### src/rtl/irqagg_pkg.sv
package irqagg_pkg;
    localparam int unsigned IRQ_NSRC   = 16;
    localparam int unsigned IRQ_ADDR_W = 20;
    localparam int unsigned IRQ_DATA_W = 32;
    localparam int unsigned OFS_ENABLE  = 'h00;
    localparam int unsigned OFS_PENDING = 'h04;

    typedef enum logic [1:0] {
        SEL_NONE    = 2'd0,
        SEL_ENABLE  = 2'd1,
        SEL_PENDING = 2'd2
    } reg_sel_e;
endpackage

### src/rtl/irqagg_sync.sv
module irqagg_sync #(
    parameter int unsigned NSRC   = 16,
    parameter int unsigned STAGES = 2
) (
    input  logic            clk,
    input  logic            rst_n,
    input  logic [NSRC-1:0] async_i,
    output logic [NSRC-1:0] sync_o
);
    logic [NSRC-1:0] stage_d [STAGES];
    logic [NSRC-1:0] stage_q [STAGES];

    always_comb begin
        stage_d[0] = async_i;
        for (int s = 1; s < STAGES; s++) begin
            stage_d[s] = stage_q[s-1];
        end
    end

    for (genvar g = 0; g < STAGES; g++) begin : g_stage
        always_ff @(posedge clk or negedge rst_n) begin
            if (!rst_n) stage_q[g] <= '0;
            else        stage_q[g] <= stage_d[g];
        end
    end

    assign sync_o = stage_q[STAGES-1];
endmodule

### src/rtl/irqagg_regs.sv
module irqagg_regs
    import irqagg_pkg::*;
#(
    parameter int unsigned NSRC = 16
) (
    input  logic            clk,
    input  logic            rst_n,
    input  logic [NSRC-1:0] src_sync_i,
    input  reg_sel_e        sel_i,
    input  logic            wr_en_i,
    input  logic [NSRC-1:0] wdata_i,
    output logic [NSRC-1:0] enable_o,
    output logic [NSRC-1:0] pending_o
);
    typedef struct packed {
        logic [NSRC-1:0] enable;
        logic [NSRC-1:0] pending;
    } regs_t;

    regs_t regs_d, regs_q;
    logic  wr_enable, wr_pending;
    logic [NSRC-1:0] clear_mask;

    always_comb begin
        wr_enable  = wr_en_i && (sel_i == SEL_ENABLE);
        wr_pending = wr_en_i && (sel_i == SEL_PENDING);
        clear_mask = wr_pending ? ~wdata_i : '0;
        regs_d     = regs_q;
        if (wr_enable) regs_d.enable = wdata_i;
        // set dominates: an asserted level re-sets the bit the same cycle
        regs_d.pending = (regs_q.pending & ~clear_mask) | src_sync_i;
    end

    always_ff @(posedge clk or negedge rst_n) begin
        if (!rst_n) regs_q <= '0;
        else        regs_q <= regs_d;
    end

    assign enable_o  = regs_q.enable;
    assign pending_o = regs_q.pending;


    enable_hold_chk: assert property (@(posedge clk) disable iff (!rst_n)
        !(wr_en_i && sel_i == SEL_ENABLE) |=> $stable(regs_q.enable));


    pending_sets_chk: assert property (@(posedge clk) disable iff (!rst_n)
        (|src_sync_i) |=> ((regs_q.pending & $past(src_sync_i)) == $past(src_sync_i)));


    pending_rise_src_chk: assert property (@(posedge clk) disable iff (!rst_n)
        1'b1 |=> ((regs_q.pending & ~$past(regs_q.pending) & ~$past(src_sync_i)) == '0));


    pending_keep_chk: assert property (@(posedge clk) disable iff (!rst_n)
        (!(wr_en_i && sel_i == SEL_PENDING) && src_sync_i == '0) |=> $stable(regs_q.pending));
endmodule

### src/rtl/irqagg_out.sv
module irqagg_out #(
    parameter int unsigned NSRC = 16
) (
    input  logic            clk,
    input  logic            rst_n,
    input  logic [NSRC-1:0] enable_i,
    input  logic [NSRC-1:0] pending_i,
    output logic            n_irq_o
);
    logic [NSRC-1:0] masked;
    logic            n_irq_d, n_irq_q;

    always_comb begin
        masked  = pending_i & enable_i;
        n_irq_d = ~(|masked);
    end

    always_ff @(posedge clk or negedge rst_n) begin
        if (!rst_n) n_irq_q <= 1'b1;
        else        n_irq_q <= n_irq_d;
    end

    assign n_irq_o = n_irq_q;


    line_follows_mask_chk: assert property (@(posedge clk) disable iff (!rst_n)
        1'b1 |=> (n_irq_q == ~(|($past(pending_i) & $past(enable_i)))));


    masked_quiet_chk: assert property (@(posedge clk) disable iff (!rst_n)
        (enable_i == '0) |=> n_irq_q);
endmodule

### src/rtl/irq_aggregator.sv
module irq_aggregator
    import irqagg_pkg::*;
#(
    parameter int unsigned NSRC        = IRQ_NSRC,
    parameter int unsigned ADDR_W      = IRQ_ADDR_W,
    parameter int unsigned DATA_W      = IRQ_DATA_W,
    parameter int unsigned SYNC_STAGES = 2
) (
    input  logic              clk,
    input  logic              rst_n,
    input  logic [NSRC-1:0]   src_i,
    input  logic [ADDR_W-1:0] addr_i,
    input  logic              wr_en_i,
    input  logic [DATA_W-1:0] wdata_i,
    output logic [DATA_W-1:0] rdata_o,
    output logic              n_irq_o
);
    logic [NSRC-1:0] src_sync;
    logic [NSRC-1:0] enable_q, pending_q;
    reg_sel_e        sel;

    always_comb begin
        if (addr_i == ADDR_W'(OFS_ENABLE))       sel = SEL_ENABLE;
        else if (addr_i == ADDR_W'(OFS_PENDING)) sel = SEL_PENDING;
        else                                     sel = SEL_NONE;
    end

    always_comb begin
        unique case (sel)
            SEL_ENABLE:  rdata_o = DATA_W'(enable_q);
            SEL_PENDING: rdata_o = DATA_W'(pending_q);
            default:     rdata_o = '0;
        endcase
    end

    if (NSRC < DATA_W) begin : g_hi
        logic unused_wdata_hi;
        assign unused_wdata_hi = ^wdata_i[DATA_W-1:NSRC];
    end

    irqagg_sync #(.NSRC(NSRC), .STAGES(SYNC_STAGES)) u_sync (
        .clk     (clk),
        .rst_n   (rst_n),
        .async_i (src_i),
        .sync_o  (src_sync)
    );

    irqagg_regs #(.NSRC(NSRC)) u_regs (
        .clk        (clk),
        .rst_n      (rst_n),
        .src_sync_i (src_sync),
        .sel_i      (sel),
        .wr_en_i    (wr_en_i),
        .wdata_i    (wdata_i[NSRC-1:0]),
        .enable_o   (enable_q),
        .pending_o  (pending_q)
    );

    irqagg_out #(.NSRC(NSRC)) u_out (
        .clk       (clk),
        .rst_n     (rst_n),
        .enable_i  (enable_q),
        .pending_i (pending_q),
        .n_irq_o   (n_irq_o)
    );
endmodule

### config.mk
export PLATFORM = sky130hd
export DESIGN_NAME = irq_aggregator
export DESIGN_NICKNAME = d
export VERILOG_FILES = /design/src/rtl/irqagg_pkg.sv /design/src/rtl/irqagg_sync.sv /design/src/rtl/irqagg_regs.sv /design/src/rtl/irqagg_out.sv /design/src/rtl/irq_aggregator.sv
export SDC_FILE = /design/constraint.sdc
export NUM_CORES = 1
export LEC_CHECK = 0
export BUFFER_PORTS_ARGS = -buffer_cell sky130_fd_sc_hd__buf_2
export CAP_MARGIN = 20
export CORE_ASPECT_RATIO = 1.75
export CORE_UTILIZATION = 52
export CTS_CLUSTER_DIAMETER = 200
export DETAILED_ROUTE_END_ITERATION = 6
export GPL_ROUTABILITY_DRIVEN = 0
export PLACE_DENSITY = 0.84
export SYNTH_ARGS = -nofsm -noshare
export SYNTH_HDL_FRONTEND = slang
export SYNTH_HIERARCHICAL = 1
export SYNTH_SLANG_ARGS = --single-unit
### constraint.sdc
create_clock -name clk -period 1.71 [get_ports clk]
set_input_delay 0.171 -clock clk [delete_from_list [all_inputs] [get_ports clk]]
set_output_delay 0.171 -clock clk [all_outputs]
set_load 0.01 [all_outputs]
==> flow_summary.json <==
{
  "status": "complete, but fails checks",
  "violations": "design-rule violations",
  "grt_pass1_vias": 2013,
  "p_per_area_nw_per_um2": 825.6,
  "synthAdderAreaFrac_pct": 0,
  "io_pins": 104,
  "synth_mux_area_share_pct": 13.83,
  "seq_area_frac_synth_pct": 59.60,
  "avgSynthCellArea_sq_um": 13.26,
  "synth_warnings": 6,
  "cts.path.max_buffers": 2,
  "crit_slowest_cell": "nor4_2",
  "irDropWorstVdd_uv": 644.7,
  "cpMostUsedCell": "buf_2",
  "area_delta_synth_final_pct": 26.89,
  "cp_cell_sequence": "buf_2 > nor4_2 > nand3_2 > buf_4 > nor3_1 > buf_2",
  "period_minus_slack_ns": 1.625,
  "rsz0062_at_grt": "no",
  "maxCapViolCount": 0,
  "drc_errors": 12,
  "worstPathMaxFanout": 6,
  "coreArea_sq_um": 5020,
  "dp_hpwl_mm": 3.703,
  "final_core_util_pct": 69.04,
  "syn-instance-count": 206,
  "cts_max_level": 3,
  "synth_xor_area_share_pct": 0,
  "finalMaxSlewViolations": 0,
  "netlist_area_sq_um": 2731,
  "leakage_nw": 1.681,
  "tns_ns": 0,
  "root_buffer": "clkbuf_8",
  "yosysTopAreaCell": "dfrtp_1",
  "drtAntennaViolNets": 0,
  "cp-end-kind": "output port",
  "antenna_found_initial": 0,
  "die_w_microns": 56.79,
  "grt_overflow": 0,
  "clk_latency_ns": 0.33,
  "wl_per_cell_microns": 15.09,
  "post_cts_buffers": 0,
  "drive_gt1_share_pct": 43.04,
  "yosys_register_bits": 65,
  "setup_viol": 0,
  "synth_top_cell_area_share_pct": 58.63,
  "layout_commonest_cell": "buf_2",
  "wl_mm": 5.476,
  "grt_use_total_pct": 21.86,
  "avgViaCountPerCell": 5.298,
  "layout.nets": 376,
  "synth_top_family_by_area": "multiplexers",
  "start_util_pct": 54.41,
  "dieArea_sq_um": 5558,
  "synthSimpleGateAreaFrac_pct": 13.06,
  "fmax_ghz": 0.6152,
  "critPathMaxStageDelay_ns": 0.32,
  "final_cell_mix": "buf_2 (71), dfrtp_1 (64), nor2_1 (32)",
  "start_kind": "input port",
  "synth_compound_area_share_pct": 6.413,
  "skew_ns": 0.008076,
  "synth_area_leaders": "dfrtp_1 (59%), mux2i_1 (5.9%), mux2_4 (5.5%)",
  "cts-buffers-inserted": 9,
  "vias": 1923,
  "antennaDiodeCount": 0,
  "cts_tree": "done",
  "clock-sinks": 65,
  "cp.required_ns": 1.54,
  "die_h_microns": 97.88,
  "grt_pass1_wl_mm": 9.052,
  "drt_iter0_drc": 61,
  "fin_crit_sh_pct": 95.06,
  "drtPass1Iterations": 6,
  "synth_cell_types": 23,
  "hold_violations": 0,
  "grt_start_max_net_pins": 66,
  "final_cell_area_sq_um": 3466,
  "arrival_ns": 1.45,
  "port_buffers": 71,
  "clkSlewWorstSetupHoldPaths_ns": 0.07,
  "post_dp_cell_area_sq_um": 3128,
  "rows": 34,
  "setup.worst_path.class": "input port to output port",
  "hold_class": "input port to register"
}
-- cell families after synthesis --
| logic type | count (synthesis) |
|---|---|
| DFF | 65 |
| and+or+nand+nor | 60 |
| muxes | 32 |
| AOI/OAI and AO/OA | 24 |
| buffers and inverters | 24 |
| other | 1 |
-- final timing paths --
kind | start | to | slack, ns | cells past startpoint
max | addr_i[5] | rdata_o[4] | 0.08 | 6
min reg2reg | u_sync/stage_d[15] | u_sync/sync_o[15] | 0.34 | 0
max in group asynchronous | rst_n | u_out/n_irq_o | 1.02 | 3
min in group asynchronous | rst_n | u_regs/pending_o[3] | 0.37 | 3
min | wdata_i[7] | u_regs/enable_o[7] | 0.09 | 2
max reg2reg | u_regs/pending_o[6] | u_out/n_irq_o | 0.58 | 3
-- power by group --
group | switching (W) | internal (W)
sequential | 0.0000151 | 0.00158
clock | 0.000521 | 0.000547
combinational | 0.000104 | 0.0000987
total | 0.000640 | 0.00222
-- flip-flops by register name (all words and copies together) (netlist names) --
register	flops
u_regs/pending_o	16
u_regs/enable_o	16
u_out/n_irq_o	1
u_sync/sync_o	16
u_sync/stage_d	16
-- critical path: cells and delay by family --
kind / cells / cell delay (ns)
buffers and inverters: 3 / 0.50
and+or+nand+nor: 3 / 0.77
-- per-layer routing --
metal	up-vias	track usage, %	share of wire (%)
met5	-	0	0
met4	0	15.57	4.2
met3	21	2.914	5.5
met2	86	37.45	53
met1	932	24.52	37
li1	884	-	-
-- cell usage after synthesis --
| cell type | count |
|---|---|
| buf_4 | 16 |
| nor4_1 | 2 |
| and3b_1 | 1 |
| nor4_2 | 2 |
| inv_1 | 1 |
| mux2_2 | 6 |
| buf_2 | 2 |
| nand3b_4 | 1 |
| conb_1 | 1 |
| a21oi_1 | 16 |
| nor2_1 | 32 |
| mux2i_1 | 16 |
| buf_6 | 5 |
| dfstp_2 | 1 |
| nor3_1 | 9 |
| mux2_4 | 10 |
| nand3_2 | 1 |
| a22o_1 | 4 |
| nor3_2 | 10 |
| nand2_2 | 1 |
| and4_1 | 1 |
| dfrtp_1 | 64 |
| a221oi_2 | 4 |
-- final cells by class --
cell class,count,area [sq um]
clock inverters,4,20.02
flip-flops and latches,65,1628
well taps,54,67.56
fillers,353,1554
repair buffers,96,610.6
multi-input cells,132,994.7
clock buffers,11,141.4
inverters,1,3.754
-- timing repair --
action,CTS,global route
setup endpoints to repair,0,2
gates resized for setup,0,2
hold endpoints to repair,80,0
hold buffers,17,0
-- per-stage QoR --
stage	setup slack (ns)	instances	hold WS (ns)	total power (W)
2_1_floorplan	0.005433	221	-0.1246	0.001703
3_3_place_gp	-0.1500	331	0.2036	0.001785
3_5_place_dp	-0.2576	331	0.2094	0.001794
4_1_cts	0.01460	363	0.07646	0.002898
5_1_grt	0.03940	363	0.08362	0.002980
6_report	0.08451	363	0.08881	0.002861
Note: power is estimated with default switching activity, not from simulation.
